[config.mk]
export PLATFORM = sky130hd
export DESIGN_NAME = addr_hdr_writer
export DESIGN_NICKNAME = d
export VERILOG_FILES = /design/src/rtl/addr_hdr_pkg.sv /design/src/rtl/ahw_cell_timer.sv /design/src/rtl/ahw_seq.sv /design/src/rtl/ahw_line.sv /design/src/rtl/addr_hdr_writer.sv
export SDC_FILE = /design/constraint.sdc
export NUM_CORES = 1
export LEC_CHECK = 0
export ABC_CLOCK_PERIOD_IN_PS = 6600
export BUFFER_PORTS_ARGS = -buffer_cell sky130_fd_sc_hd__buf_2
export CAP_MARGIN = 10
export CORE_ASPECT_RATIO = 0.8
export CORE_UTILIZATION = 55
export CTS_CLUSTER_SIZE = 28
export DETAILED_ROUTE_END_ITERATION = 7
export PLACE_DENSITY_LB_ADDON = 0.15
export SYNTH_ARGS = -nofsm -noshare
export SYNTH_HDL_FRONTEND = slang
export SYNTH_SLANG_ARGS = --single-unit
export TNS_END_PERCENT = 50
[constraint.sdc]
create_clock -name clk -period 6.6 [get_ports clk]
set_clock_uncertainty 0.15 [all_clocks]
set_input_delay 0.66 -clock clk [delete_from_list [all_inputs] [get_ports clk]]
set_output_delay 0.66 -clock clk [all_outputs]
set_load 0.02 [all_outputs]
[src/rtl/addr_hdr_pkg.sv]
package addr_hdr_pkg;

  typedef enum logic [1:0] {PH_IDLE, PH_SYNC, PH_HDR} phase_t;

  localparam int SYNC_CELLS = 10;
  localparam int HDR_CELLS  = 8;
  localparam int HDR_BYTES  = 14;

  // first byte of a pair: odd bits of the value, gaps filled with ones
  function automatic logic [7:0] oe_first(input logic [7:0] v);
    return (v >> 1) | 8'hAA;
  endfunction

  // second byte of a pair: even bits of the value
  function automatic logic [7:0] oe_second(input logic [7:0] v);
    return v | 8'hAA;
  endfunction

  function automatic logic [7:0] hdr_cksum(input logic [7:0] v, input logic [7:0] t,
                                           input logic [7:0] s);
    return v ^ t ^ s;
  endfunction

  function automatic logic [7:0] hdr_byte(input logic [3:0] idx, input logic [7:0] v,
                                          input logic [7:0] t, input logic [7:0] s);
    logic [7:0] ck;
    ck = hdr_cksum(v, t, s);
    case (idx)
      4'd0:    return 8'hD5;
      4'd1:    return 8'hAA;
      4'd2:    return 8'h96;
      4'd3:    return oe_first(v);
      4'd4:    return oe_second(v);
      4'd5:    return oe_first(t);
      4'd6:    return oe_second(t);
      4'd7:    return oe_first(s);
      4'd8:    return oe_second(s);
      4'd9:    return oe_first(ck);
      4'd10:   return oe_second(ck);
      4'd11:   return 8'hDE;
      4'd12:   return 8'hAA;
      4'd13:   return 8'hEB;
      default: return 8'h00;
    endcase
  endfunction

endpackage

[src/rtl/ahw_cell_timer.sv]
module ahw_cell_timer #(
  parameter int CELL_CLKS = 4
) (
  input  logic clk,
  input  logic rst_n,
  input  logic en,
  output logic cell_start,
  output logic cell_end
);
  localparam int CNT_W = (CELL_CLKS > 1) ? $clog2(CELL_CLKS) : 1;
  localparam logic [CNT_W-1:0] LAST = CNT_W'(CELL_CLKS - 1);

  logic [CNT_W-1:0] cnt;

  always_ff @(posedge clk) begin
    if (!rst_n)          cnt <= '0;
    else if (!en)        cnt <= '0;
    else if (cnt == LAST) cnt <= '0;
    else                 cnt <= cnt + 1'b1;
  end

  assign cell_start = en && (cnt == '0);
  assign cell_end   = en && (cnt == LAST);
endmodule

[src/rtl/ahw_seq.sv]
module ahw_seq
  import addr_hdr_pkg::*;
#(
  parameter int SYNC_W = 8
) (
  input  logic              clk,
  input  logic              rst_n,
  input  logic              start,
  input  logic              wp,
  input  logic [7:0]        vol,
  input  logic [7:0]        trk,
  input  logic [7:0]        sec,
  input  logic [SYNC_W-1:0] sync_cnt,
  input  logic              cell_end,
  output phase_t            phase,
  output logic [3:0]        bit_idx,
  output logic [3:0]        hdr_idx,
  output logic [7:0]        v_q,
  output logic [7:0]        t_q,
  output logic [7:0]        s_q,
  output logic              busy,
  output logic              done,
  output logic              err
);
  localparam logic [3:0] SYNC_LAST = 4'(SYNC_CELLS - 1);
  localparam logic [3:0] HDR_LAST  = 4'(HDR_CELLS - 1);
  localparam logic [3:0] BYTE_LAST = 4'(HDR_BYTES - 1);

  logic [SYNC_W-1:0] sync_left;

  always_ff @(posedge clk) begin
    if (!rst_n) begin
      phase     <= PH_IDLE;
      bit_idx   <= '0;
      hdr_idx   <= '0;
      sync_left <= '0;
      v_q       <= '0;
      t_q       <= '0;
      s_q       <= '0;
      done      <= 1'b0;
      err       <= 1'b0;
    end else begin
      done <= 1'b0;
      case (phase)
        PH_IDLE: if (start) begin
          if (wp) begin
            done <= 1'b1;
            err  <= 1'b1;
          end else begin
            err       <= 1'b0;
            v_q       <= vol;
            t_q       <= trk;
            s_q       <= sec;
            sync_left <= sync_cnt;
            bit_idx   <= '0;
            hdr_idx   <= '0;
            phase     <= (sync_cnt == '0) ? PH_HDR : PH_SYNC;
          end
        end
        PH_SYNC: if (cell_end) begin
          if (bit_idx == SYNC_LAST) begin
            bit_idx <= '0;
            if (sync_left == SYNC_W'(1)) phase <= PH_HDR;
            else                         sync_left <= sync_left - 1'b1;
          end else begin
            bit_idx <= bit_idx + 1'b1;
          end
        end
        PH_HDR: if (cell_end) begin
          if (bit_idx == HDR_LAST) begin
            bit_idx <= '0;
            if (hdr_idx == BYTE_LAST) begin
              phase <= PH_IDLE;
              done  <= 1'b1;
            end else begin
              hdr_idx <= hdr_idx + 1'b1;
            end
          end else begin
            bit_idx <= bit_idx + 1'b1;
          end
        end
        default: phase <= PH_IDLE;
      endcase
    end
  end

  assign busy = (phase != PH_IDLE);

  AST_DONE_SINGLE: assert property (@(posedge clk) disable iff (!rst_n)
    (done && !start) |=> !done);

  AST_HDR_INDEX_RANGE: assert property (@(posedge clk) disable iff (!rst_n)
    (phase == PH_HDR) |-> (hdr_idx <= BYTE_LAST));
endmodule

[src/rtl/ahw_line.sv]
module ahw_line (
  input  logic clk,
  input  logic rst_n,
  input  logic cell_start,
  input  logic bit_one,
  output logic wr
);
  logic flip_ev;
  assign flip_ev = cell_start && bit_one;

  always_ff @(posedge clk) begin
    if (!rst_n)       wr <= 1'b0;
    else if (flip_ev) wr <= ~wr;
  end
endmodule

[src/rtl/addr_hdr_writer.sv]
module addr_hdr_writer
  import addr_hdr_pkg::*;
#(
  parameter int CELL_CLKS = 4,
  parameter int SYNC_W    = 8
) (
  input  logic              clk,
  input  logic              rst_n,
  input  logic              start,
  input  logic              wp,
  input  logic [7:0]        vol,
  input  logic [7:0]        trk,
  input  logic [7:0]        sec,
  input  logic [SYNC_W-1:0] sync_cnt,
  output logic              wr_data,
  output logic              busy,
  output logic              done,
  output logic              err
);
  phase_t     phase;
  logic [3:0] bit_idx, hdr_idx;
  logic [7:0] v_q, t_q, s_q;
  logic       cell_start, cell_end;
  logic [7:0] cur_hdr;
  logic       sync_bit, hdr_bit, bit_one;

  ahw_cell_timer #(.CELL_CLKS(CELL_CLKS)) u_timer (
    .clk(clk), .rst_n(rst_n), .en(busy),
    .cell_start(cell_start), .cell_end(cell_end)
  );

  ahw_seq #(.SYNC_W(SYNC_W)) u_seq (
    .clk(clk), .rst_n(rst_n), .start(start), .wp(wp),
    .vol(vol), .trk(trk), .sec(sec), .sync_cnt(sync_cnt),
    .cell_end(cell_end), .phase(phase), .bit_idx(bit_idx), .hdr_idx(hdr_idx),
    .v_q(v_q), .t_q(t_q), .s_q(s_q), .busy(busy), .done(done), .err(err)
  );

  // sync cells 0..7 carry ones, 8..9 zeros; header bytes MSB first
  assign sync_bit = !bit_idx[3];
  assign cur_hdr  = hdr_byte(hdr_idx, v_q, t_q, s_q);
  assign hdr_bit  = cur_hdr[~bit_idx[2:0]];
  assign bit_one  = (phase == PH_SYNC) ? sync_bit :
                    (phase == PH_HDR)  ? hdr_bit  : 1'b0;

  ahw_line u_line (
    .clk(clk), .rst_n(rst_n), .cell_start(cell_start), .bit_one(bit_one), .wr(wr_data)
  );

  AST_WP_REFUSE: assert property (@(posedge clk) disable iff (!rst_n)
    (start && !busy && wp) |=> (done && err && !busy));

  AST_IDLE_QUIET: assert property (@(posedge clk) disable iff (!rst_n)
    !busy |=> $stable(wr_data));

  AST_DONE_IDLE: assert property (@(posedge clk) disable iff (!rst_n)
    done |-> !busy);

  AST_ERR_LOW_BUSY: assert property (@(posedge clk) disable iff (!rst_n)
    busy |-> !err);
endmodule

==> flow_summary.toml <==
[status]
status = "finished with violations"
violations = "design-rule violations"

[worst_setup_path]
worstReg2RegEnd = "u_seq.sync_left[3]"
cp_max_fo = 16
regToRegSetupSlack_ns = 3.91
rr_worst_depth = 7
crit_required_ns = 6.66
timing.critical_path.to = "u_seq.sync_left[3]"
cp_slowest_cell = "o32ai_2"
critical_path_arrival_ns = 2.75
crit_path_start = "u_seq.phase[1]"
cp_slowest_stage_delay_ns = 0.78
critical_path_class = "flop to flop"
cp_top_family = "compound AO/OA/AOI/OAI gates"
worst-path-stages = 7
crit_buf_inv = 1
path_cells = "inv_1 > ha_1 > o41ai_4 > o32ai_2 > o21ai_0 > a22oi_1 > nor2b_1"
crit_path_end_kind = "flop"
worstReg2RegStart = "u_seq.phase[1]"
start_kind = "flop"

[placement]
io_buffers = 39
dp_hpwl_um = 4830
gp_congestion = 0.914
post-place-ws_ns = 3.91
place_area_um2 = 3180

[power]
totalPowerFinal_mw = 0.933
clockPowerShare_pct = 20.0
internal_power_mw = 0.557
combPwrFrac_pct = 42.0
switchingPower_mw = 0.376
power.leakage_nw = 1.22
power_frac_seq_pct = 38.0
ir_worst_vdd_v = 0.000162
powerDensity_nw_per_um2 = 285
sw_frac_of_total_pct = 40.3

[clocking]
clock_path_buffers = 2
clk_latency_ns = 0.31
htreeDepth = 2
clk_pin_slew_ns = 0.10
cts_tree = "done"
cts_sinks = 47
root_buffer = "clkbuf_8"
cts_resized = 0
numCtsBuffers = 5
cts_hold_buffers = 0
cts_setup_buffers = 0

[global_routing]
grt_use_total_pct = 24.3
overflow = 0
grt_max_degree = 48
antenna_found_initial = 0
first_global_vias = 2219
grt_first_pass_wirelength_um = 11000

[final_layout]
final_cell_mix = "nand2_1 (65), dfxtp_1 (47), buf_2 (39)"
antenna_cells = 0
area_delta_synth_final_pct = 9.32
layout-drive-gt1-share_pct = 15.7
nets = 444
mostFrequentLayoutCell = "nand2_1"
final_area_um2 = 3270

[min_path]
min_path_type = "flop to flop"
worstHoldStart = "u_seq.v_q[4]"

[sta]
fin_crit_sh_pct = 40.7
rsz0062_at_grt = "no"
finalSetupTns_ns = 0
setup_viol_count_final = 0
fin_crit_ns = 2.69
max_slew.worst_pin.slew_ns = 0.917
hold_viol = 0
slew_violations = 0
clock.fmax_mhz = 372
setup_slack_ns = 3.91
max_slew_margin_pct = 38.9

[synthesis]
ys_seq_area_share_pct = 31.4
synth_seq_cells = 47
synth_edf_count = 0
syn_inst = 368
synth-async-reset-ratio_pct = 0
synth.net_count = 419
synthFlopType = "dfxtp_1"
yosysWarnings = 0
synth_cell_type_count = 67
synth.avg_cell_area_um2 = 8.14
synthesis.area_um2 = 2990

[drt]
drc = 2
routed_wl_um = 6760
routed_via_density = 5.93
drtPass1Iterations = 7
drtAntennaViolNets = 0
drt_iter0_markers = 241
wl_per_cell_um = 14.8
vias = 2704

[floorplan]
core_area_um2 = 5120
ios = 40
die_y_um = 68.0
die_w_um = 84.5
die_area_um2 = 5740
row_count = 23
start_util_pct = 58.5

[job]
max-cap-violations = 0
==> power by group through the flow <==
| stage | Sequential (mW) | Clock (mW) | Combinational [mW] |
|---|---|---|---|
| floorplan | 0.355 | 0 | 0.306 |
| global placement | 0.359 | 0 | 0.382 |
| detailed placement | 0.361 | 0 | 0.386 |
| CTS | 0.354 | 0.191 | 0.388 |
| global route | 0.359 | 0.200 | 0.435 |
| finish | 0.354 | 0.187 | 0.392 |
==> metrics by stage <==
stage                     instances  hold slack [ns]  util (%)
after global placement          448            0.307      62.1
after detailed placement        448            0.308      62.1
after floorplan                 368            0.278         -
after global routing            456            0.346      63.9
after CTS                       456            0.325      63.9
final                           456            0.326      63.9
==> synth_stat cells, drive strengths merged, types with 2 or more instances <==
library cell	instances	area, um^2
buf	6	38.8
o311ai	2	17.5
a21oi	10	53.8
or2	2	12.5
clkbuf	17	63.8
o211ai	2	15.0
o2bb2ai	2	17.5
o32ai	2	25.0
a22oi	8	60.1
o21a	3	22.5
nand3	13	70.1
nand2b	6	37.5
nor3	7	35.0
nand4	3	18.8
nand2	66	250
mux2i	2	20.0
a21boi	26	199
ha	15	188
a211oi	7	52.6
xnor3	4	90.1
o21ai	17	85.1
nor2b	16	100
nor2	12	47.6
nand3b	4	30.0
inv	18	67.6
o21bai	2	15.0
nor4	6	37.5
and3	2	12.5
dfxtp	47	941
nand4b	2	17.5
o22ai	3	18.8
a222oi	2	20.0
nor4b	2	17.5
and2	3	18.8
xnor2	9	78.8
==> layout make-up <==
type	instances	area [um^2]
tap	62	77.6
inverter	18	67.6
clock buffer	5	68.8
multi-input combinational	280	1880
clock inverter	3	25.0
sequential	47	941
timing repair buffer	41	210
fill	458	1850
==> logic make-up after synthesis <==
logic type | after synthesis | share of synthesized area, %
flops | 47 | 31.4
mux | 2 | 0.669
simple gates | 149 | 25.2
fa+ha+maj | 15 | 6.27
buf+inv | 41 | 5.68
xor+xnor | 14 | 5.93
compound gates | 100 | 24.9
==> registers in the layout (all words and copies together), names as in the netlist <==
name,count
u_seq.bit_idx,4
u_seq.sync_left,8
u_seq.t_q,8
u_seq.s_q,8
u_seq.done,1
u_line.wr,1
u_seq.v_q,8
u_seq.phase,2
u_seq.hdr_idx,4
u_seq.err,1
u_timer.cnt,2
==> how the worst min path moves through the flow <==
stage,endpoint,slack [ns],cells past startpoint
finish,u_seq.v_q[4],0.33,2
global route,u_timer.cnt[0],0.35,1
CTS,u_timer.cnt[0],0.32,1
detailed placement,u_timer.cnt[0],0.31,1
global placement,u_timer.cnt[0],0.31,1
floorplan,u_timer.cnt[0],0.28,1
==> routing by layer <==
layer / wire length, um / GRT usage, % / vias up
met1: 3370 / 36.7 / 1239
met2: 2750 / 33.9 / 102
met5: 0 / 0 / -
met4: 89 / 7.63 / 0
li1: - / - / 1355
met3: 550 / 5.55 / 8
==> worst register-to-register path: stages, from the launching register on <==
cell	delay [ns]
dfxtp_1	0.35
inv_1	0.09
ha_1	0.55
o41ai_4	0.20
o32ai_2	0.78
o21ai_0	0.22
a22oi_1	0.19
nor2b_1	0.06
Note: power is estimated with default switching activity, not from simulation.
